--- config.mk ---
export PLATFORM = sky130hd
export DESIGN_NAME = dma_rate_switch
export DESIGN_NICKNAME = d
export VERILOG_FILES = /design/src/rtl/dmarate_pkg.sv /design/src/rtl/rate_phase_decode.sv /design/src/rtl/rate_cycle_qualify.sv /design/src/rtl/rate_select.sv /design/src/rtl/rate_local_ack.sv /design/src/rtl/dma_rate_switch.sv
export SDC_FILE = /design/constraint.sdc
export NUM_CORES = 1
export LEC_CHECK = 0
export ABC_AREA = 1
export BUFFER_PORTS_ARGS = -buffer_cell sky130_fd_sc_hd__buf_2
export CAP_MARGIN = 20
export CORE_MARGIN = 5
export CORE_UTILIZATION = 25
export CTS_CLUSTER_DIAMETER = 30
export DETAILED_ROUTE_END_ITERATION = 6
export SKIP_CTS_REPAIR_TIMING = 1
export SYNTH_ARGS = -nofsm -noshare
export SYNTH_HDL_FRONTEND = slang
export SYNTH_SLANG_ARGS = --single-unit
--- constraint.sdc ---
create_clock -name clk -period 0.8 [get_ports clk]
set_input_delay 0.16 -clock clk [delete_from_list [all_inputs] [get_ports clk]]
set_output_delay 0.16 -clock clk [all_outputs]
set_load 0.005 [all_outputs]
--- src/rtl/dmarate_pkg.sv ---
package dmarate_pkg;

  // Classification of the current bus cycle, produced by the qualifier
  typedef struct packed {
    logic dma;   // bus owned by the DMA controller
    logic fast;  // address falls in the fast-memory window
    logic wr;    // write direction
    logic late;  // bus state in the second half of the cycle
  } cyc_class_t;

endpackage

--- src/rtl/rate_phase_decode.sv ---
module rate_phase_decode (
  input  logic clk,
  input  logic rst_n,
  input  logic ph_a,
  input  logic ph_b,
  input  logic ph_c,
  output logic norm_tick,
  output logic dbl_tick
);

  logic [2:0] ph_q, ph_nx;
  logic       n_lvl, d_lvl;
  logic       n_d_q, n_d_nx;
  logic       d_d_q, d_d_nx;

  // Derived levels from the captured phases
  assign n_lvl = ~(ph_q[2] ^ ph_q[1]);
  assign d_lvl = ~(n_lvl ^ ph_q[0]);

  always_comb begin
    ph_nx  = {ph_a, ph_b, ph_c};
    n_d_nx = n_lvl;
    d_d_nx = d_lvl;
  end

  always_ff @(posedge clk or negedge rst_n) begin
    if (!rst_n) begin
      ph_q  <= '0;
      n_d_q <= 1'b1;   // held high so no edge is seen right after reset
      d_d_q <= 1'b1;
    end else begin
      ph_q  <= ph_nx;
      n_d_q <= n_d_nx;
      d_d_q <= d_d_nx;
    end
  end

  assign norm_tick = n_lvl & ~n_d_q;
  assign dbl_tick  = d_lvl & ~d_d_q;

endmodule

--- src/rtl/rate_cycle_qualify.sv ---
module rate_cycle_qualify
  import dmarate_pkg::*;
#(
  parameter int REG_W      = 3,
  parameter int ST_W       = 3,
  parameter int REGION_LO  = 1,
  parameter int REGION_HI  = 4,
  parameter int LATE_FIRST = 4
) (
  input  logic              bus_rd,
  input  logic              bus_own_n,
  input  logic [REG_W-1:0]  addr_hi,
  input  logic [ST_W-1:0]   bus_state,
  output cyc_class_t        cls,
  output logic              want_dbl
);

  localparam logic [REG_W-1:0] LO_V   = REG_W'(REGION_LO);
  localparam logic [REG_W-1:0] HI_V   = REG_W'(REGION_HI);
  localparam logic [ST_W-1:0]  LATE_V = ST_W'(LATE_FIRST);

  always_comb begin
    cls.dma  = ~bus_own_n;
    cls.fast = (addr_hi >= LO_V) && (addr_hi <= HI_V);
    cls.wr   = ~bus_rd;
    cls.late = (bus_state >= LATE_V);
    want_dbl = cls.dma & cls.fast & cls.wr & cls.late;
  end

endmodule

--- src/rtl/rate_select.sv ---
module rate_select (
  input  logic clk,
  input  logic rst_n,
  input  logic norm_tick,
  input  logic dbl_tick,
  input  logic fast_mode,
  input  logic want_dbl,
  output logic scsi_en,
  output logic dma_en,
  output logic rate_sel
);

  logic mode_q, mode_nx;
  logic sel_q, sel_nx;
  logic scsi_q, scsi_nx;
  logic dma_q, dma_nx;

  // Selections change only on a coincident boundary
  always_comb begin
    mode_nx = norm_tick ? fast_mode : mode_q;
    sel_nx  = norm_tick ? (fast_mode & want_dbl) : sel_q;
    scsi_nx = mode_q ? dbl_tick : norm_tick;
    dma_nx  = sel_q  ? dbl_tick : norm_tick;
  end

  always_ff @(posedge clk or negedge rst_n) begin
    if (!rst_n) begin
      mode_q <= 1'b0;
      sel_q  <= 1'b0;
      scsi_q <= 1'b0;
      dma_q  <= 1'b0;
    end else begin
      mode_q <= mode_nx;
      sel_q  <= sel_nx;
      scsi_q <= scsi_nx;
      dma_q  <= dma_nx;
    end
  end

  assign scsi_en  = scsi_q;
  assign dma_en   = dma_q;
  assign rate_sel = sel_q;

endmodule

--- src/rtl/rate_local_ack.sv ---
module rate_local_ack
  import dmarate_pkg::*;
(
  input  logic       clk,
  input  logic       rst_n,
  input  logic       fast_mode,
  input  cyc_class_t cls,
  output logic       ovr_req,
  output logic       ack_req
);

  logic ovr_q, ovr_nx;
  logic ack_q, ack_nx;

  always_comb begin
    ovr_nx = fast_mode & cls.dma & cls.fast;
    ack_nx = ovr_nx & cls.late;
  end

  always_ff @(posedge clk or negedge rst_n) begin
    if (!rst_n) begin
      ovr_q <= 1'b0;
      ack_q <= 1'b0;
    end else begin
      ovr_q <= ovr_nx;
      ack_q <= ack_nx;
    end
  end

  assign ovr_req = ovr_q;
  assign ack_req = ack_q;

endmodule

--- src/rtl/dma_rate_switch.sv ---
module dma_rate_switch
  import dmarate_pkg::*;
#(
  parameter int REG_W      = 3,
  parameter int ST_W       = 3,
  parameter int REGION_LO  = 1,
  parameter int REGION_HI  = 4,
  parameter int LATE_FIRST = 4,
  parameter int RST_STAGES = 2
) (
  input  logic             clk,
  input  logic             rst_n,
  input  logic             ph_a,
  input  logic             ph_b,
  input  logic             ph_c,
  input  logic             fast_mode,
  input  logic             bus_rd,
  input  logic             bus_own_n,
  input  logic [REG_W-1:0] addr_hi,
  input  logic [ST_W-1:0]  bus_state,
  output logic             scsi_clk_en,
  output logic             dma_clk_en,
  output logic             ovr_req,
  output logic             ack_req
);

  logic [RST_STAGES-1:0] rs_q;
  logic                  rst_n_s;
  logic                  norm_tick, dbl_tick;
  logic                  want_dbl, rate_sel;
  cyc_class_t            cls;

  // Reset release synchronizer
  generate
    if (RST_STAGES == 1) begin : g_rs1
      always_ff @(posedge clk or negedge rst_n) begin
        if (!rst_n) rs_q <= '0;
        else        rs_q <= 1'b1;
      end
    end else begin : g_rsn
      always_ff @(posedge clk or negedge rst_n) begin
        if (!rst_n) rs_q <= '0;
        else        rs_q <= {rs_q[RST_STAGES-2:0], 1'b1};
      end
    end
  endgenerate

  assign rst_n_s = rs_q[RST_STAGES-1];

  rate_phase_decode u_phase (
    .clk       (clk),
    .rst_n     (rst_n_s),
    .ph_a      (ph_a),
    .ph_b      (ph_b),
    .ph_c      (ph_c),
    .norm_tick (norm_tick),
    .dbl_tick  (dbl_tick)
  );

  rate_cycle_qualify #(
    .REG_W      (REG_W),
    .ST_W       (ST_W),
    .REGION_LO  (REGION_LO),
    .REGION_HI  (REGION_HI),
    .LATE_FIRST (LATE_FIRST)
  ) u_qual (
    .bus_rd    (bus_rd),
    .bus_own_n (bus_own_n),
    .addr_hi   (addr_hi),
    .bus_state (bus_state),
    .cls       (cls),
    .want_dbl  (want_dbl)
  );

  rate_select u_sel (
    .clk       (clk),
    .rst_n     (rst_n_s),
    .norm_tick (norm_tick),
    .dbl_tick  (dbl_tick),
    .fast_mode (fast_mode),
    .want_dbl  (want_dbl),
    .scsi_en   (scsi_clk_en),
    .dma_en    (dma_clk_en),
    .rate_sel  (rate_sel)
  );

  rate_local_ack u_ack (
    .clk       (clk),
    .rst_n     (rst_n_s),
    .fast_mode (fast_mode),
    .cls       (cls),
    .ovr_req   (ovr_req),
    .ack_req   (ack_req)
  );

endmodule

Word-level counts from Yosys, hierarchy flattened
Cells that the tools add are included.
- bits in registers: 13
- input bits: 14
- output and inout port bits: 4
- word-level logic and storage cells: 33
- magnitude comparators: 3
- multiplexer cells: 2
- bitwise logic cells: 17
- reductions and logical operators: 1
- operators by type and width (cell ; number):
    bitwise AND 1 bit ; 9
    NOT 1 bit ; 6
    >= comparator 3 x 1 -> 1 bit (second input constant) ; 1
    >= comparator 3 bit (second input constant) ; 1
    less-or-equal comparator 3 bit (second input constant) ; 1
    2-to-1 mux 1 bit ; 2
    XOR 1 bit ; 2
    logical AND 1 bit ; 1

Depth between registers and ports, before layout
- depth after elaboration: 6
- depth in mapped cells: 7

By module
From an unflattened synthesis, not the netlist that was laid out.
- cells, all modules: 58
- area total of the unflattened synthesis: 523.0 µm²
- by module, submodules not included (module ; times used ; cells each ; area an instance (µm²) ; seq. area each (µm²)):
    rate_phase_decode ; 1 ; 19 ; 191.4 ; 127.6
    rate_select ; 1 ; 19 ; 157.7 ; 100.1
    rate_local_ack ; 1 ; 6 ; 73.8 ; 50.0
    dma_rate_switch ; 1 ; 3 ; 53.8 ; 50.0
    rate_cycle_qualify ; 1 ; 11 ; 46.3 ; 0.0

Least setup slack after synthesis
OpenSTA, ideal clock, no wires.
- path type: reg-to-reg
- from: register u_phase.ph_q[2]
- to: register u_sel.dma_q (netlist: u_sel.dma_en)
- library setup time: 0.065 ns
- data arrival time: 0.874 ns
- slack: -0.139 ns
- cell stages (with the launch flop): 7
- path through: dfrtp_1 > inv_1 > nand2_2 > nand2_4 > nand2_4 > or2_1 > nand2_1
- longest elaborated chain between the ends: 6
- RTL lines (item ; line ; text):
    start, declared ; rate_phase_decode.sv:11 ; logic [2:0] ph_q, ph_nx;
    start signal, assigned ; rate_phase_decode.sv:32 ; ph_q <= ph_nx;
    XOR 1 bit (*) ; rate_phase_decode.sv:17 ; assign n_lvl = ~(ph_q[2] ^ ph_q[1]);
    NOT 1 bit (*) ; rate_phase_decode.sv:17 ;
    net u_phase.n_d_nx ; rate_phase_decode.sv:13 ; logic n_d_q, n_d_nx;
    XOR 1 bit ; rate_phase_decode.sv:18 ; assign d_lvl = ~(n_lvl ^ ph_q[0]);
    NOT 1 bit ; rate_phase_decode.sv:18 ;
    bitwise AND 1 bit ; rate_phase_decode.sv:39 ; assign dbl_tick = d_lvl & ~d_d_q;
    2-to-1 mux 1 bit (*) ; rate_select.sv:23 ; dma_nx = sel_q ? dbl_tick : norm_tick;
    net u_sel.dma_nx ; rate_select.sv:16 ; logic dma_q, dma_nx;
    end signal, assigned ; rate_select.sv:36 ; dma_q <= dma_nx;
    end, declared ; rate_select.sv:16 ;
The timed path passes the listed nets; every way through them passes the cells marked *.
A chain may end at the register's enable or synchronous reset.

Worst setup path after layout
- from: register u_phase.ph_q[2]
- to: register u_sel.scsi_q (netlist: u_sel.scsi_en)
- longest elaborated chain between the ends: 6
- RTL lines (item ; line ; text):
    XOR 1 bit (*) ; rate_phase_decode.sv:17 ;
    NOT 1 bit (*) ; rate_phase_decode.sv:17 ;
    net u_phase.n_d_nx ; rate_phase_decode.sv:13 ;
    XOR 1 bit ; rate_phase_decode.sv:18 ;
    NOT 1 bit ; rate_phase_decode.sv:18 ;
    bitwise AND 1 bit ; rate_phase_decode.sv:39 ;
    2-to-1 mux 1 bit (*) ; rate_select.sv:22 ; scsi_nx = mode_q ? dbl_tick : norm_tick;
    net u_sel.scsi_nx ; rate_select.sv:15 ; logic scsi_q, scsi_nx;
    end signal, assigned ; rate_select.sv:35 ; scsi_q <= scsi_nx;
    end, declared ; rate_select.sv:15 ;
Marks and branches as above.

==> impl_metrics.json <==
{
  "clkSinkCount": 13,
  "final_util": 0.356,
  "wl_um": 849,
  "fmax_mhz": 1020,
  "power_mw": 1.28,
  "violations": "negative setup slack",
  "synthAdderAreaFrac": 0,
  "io_buffer_count": 15,
  "cts_root_buf": "clkbuf_4",
  "path_cells": "inv_2 > nand2_2 > nand2_4 > nand2_4 > or2_1 > nand2_1",
  "drv_cap": 0,
  "core_um2": 1940,
  "drt-wirelength-per-cell_um": 8.24,
  "htree_num_levels": 1,
  "synth_cells": 52,
  "track_usage": 0.0678,
  "rsz0062_at_grt": "true",
  "crit_buf_inv": 1,
  "gp_congestion": 0.601,
  "drt-initial-drc-count": 3,
  "syn_area_um2": 505,
  "end_kind": "flip-flop",
  "grt_max_degree": 12,
  "antenna_found_initial": 0,
  "synth_top_cell_by_area": "dfrtp_1",
  "slowest_delay_ps": 410,
  "synthDistinctLibCells": 12,
  "synth_edf_count": 0,
  "dieArea_um2": 3020,
  "antenna_cells": 0,
  "critPathKind": "flip-flop to flip-flop",
  "synth_top_family_by_area": "simple AND/OR/NAND/NOR gates",
  "synth_ff_type": "dfrtp_1",
  "syn_area_per_cell_um2": 9.72,
  "grt_pass1_wl_um": 1450,
  "finalClockSkew_ps": 3.53,
  "crit_slowest_cell": "dfrtp_1",
  "yosys-top-cells-count": "nand2_1, dfrtp_1, inv_1, nor2_1",
  "min-delay-start": "bus_state[2]",
  "area_growth_pct": 36.9,
  "hold_viol": 0,
  "clk_latency_ps": 260,
  "crit_path_start_kind": "flip-flop",
  "cp_top_family": "simple AND/OR/NAND/NOR gates",
  "fillers": 207,
  "die_w_um": 55.0,
  "yosys_register_bits": 13,
  "holdWs_ps": 124,
  "cpMostUsedCell": "nand2_4",
  "viasPerCell": 3.80,
  "synth_top_area_share": 0.545,
  "crit_arrival_ps": 1180,
  "yosysWarnings": 0,
  "die_h_um": 55.0,
  "period_share": 1.22,
  "cts_tree": "yes",
  "max-vdd-ir-drop_v": 0.000799,
  "nNetsFinal": 91,
  "hp-class": "primary input to flip-flop",
  "maxSlewViolCount": 0,
  "synth_xor_area_frac": 0,
  "min_period_ps": 977,
  "drive_gt1_frac": 0.355,
  "syn_nets": 66,
  "synth.most_common_cell": "nand2_1",
  "cts_buffer_depth": 2,
  "yosys.area_share.simple": 0.250,
  "muxShareOfSynthArea": 0,
  "num_rows": 16,
  "synthArstFlopShare": 1.00,
  "vias": 391,
  "synth_compound_area_frac": 0.0198,
  "crit_start": "u_phase.ph_q[2]$_DFF_PN0_",
  "ioPinCount": 18,
  "seq_area_frac_synth": 0.649,
  "overflow": 0,
  "clk_pin_slew_worst_paths_ps": 70,
  "finalSetupViolCount": 9,
  "grt_pass1_vias": 373,
  "hpwl_um": 686,
  "synth.area.top_cells": "dfrtp_1, dfstp_2, nand2_1",
  "status": "finished with violations",
  "timing.rr.start": "u_phase.ph_q[2]$_DFF_PN0_",
  "power.static_leakage_nw": 0.393,
  "drtAntennaViolNets": 0,
  "drtPass1Iterations": 2,
  "power_density_nw_per_um2": 1850,
  "crit_fanout": 6,
  "start_util": 0.260,
  "drc": 0,
  "required_ps": 1010,
  "cts_buffers": 3,
  "layout_setup_ws_ps": -177
}
worst min-delay path: stages:
cell    delay, ps
buf_2         100
inv_1          40
nor2_1         50
cells in the final DEF (no fill, tap or decap), drive strengths merged:
cell          n
dlygate4sd3   4
nor2          4
buf          16
or2           2
nand4         2
dfrtp        11
dfstp         2
o21ai         2
inv          10
nand3         1
conb          1
clkbuf        4
nand2        17
logic make-up (layout without fill, tap and decap cells):
group | after synthesis | after routing
AOI/OAI and AO/OA | 2 | 2
and+or+nand+nor | 26 | 26
DFF | 13 | 13
other | 1 | 1
buffers and inverters | 10 | 34
through the flow:
step	setup WS, ps	cells	area, um^2	setup TNS (ps)
after floorplan	-127	52	505	-350
after global placement	-161	95	622	-565
after detailed placement	-179	95	622	-705
after CTS	-193	99	648	-1240
after global routing	-249	103	692	-1600
final	-177	103	692	-1100
per-layer routing:
| layer | GRT usage | vias up | wire length (um) |
|---|---|---|---|
| li1 | - | 203 | - |
| met1 | 0.0825 | 170 | 375 |
| met2 | 0.106 | 16 | 376 |
| met3 | 0.0295 | 2 | 92 |
| met4 | 0.0243 | 0 | 4 |
| met5 | 0 | - | 0 |
flip-flops by register name (all words and copies together) (netlist names):
name	flops
u_phase.ph_q	3
u_sel.dma_en	1
u_ack.ovr_req	1
u_phase.d_d_q	1
u_sel.rate_sel	1
u_sel.mode_q	1
rs_q	2
u_sel.scsi_en	1
u_ack.ack_req	1
u_phase.n_d_q	1
path summary, 6_finish.rpt:
check,slack [ps],end,cells after the start
min in group asynchronous,170,u_sel.dma_en$_DFF_PN0_,0
worst max register to register,-180,u_sel.scsi_en$_DFF_PN0_,6
worst min register to register,170,u_sel.dma_en$_DFF_PN0_,0
max in group asynchronous,300,u_phase.n_d_q$_DFF_PN1_,0
worst max-delay path,-180,u_sel.scsi_en$_DFF_PN0_,6
worst min-delay path,120,u_ack.ack_req$_DFF_PN0_,3
report_power, final:
part           leakage, nW  internal, mW  switching, mW  total, mW
combinational        0.219        0.0818         0.0770      0.159
sequential           0.158         0.712         0.0317      0.744
clock               0.0150         0.192          0.182      0.374
total                0.393         0.986          0.291       1.28
cell type report:
cell class	instances	area, um^2	area share
timing repair buffer	20	123	0.177
clock buffer	4	26.3	0.0380
sequential	13	328	0.474
multi-input combinational	29	144	0.208
inverter	10	37.5	0.0542
tap	27	33.8	0.0488
No activity file was read; power rests on OpenSTA's default activity.
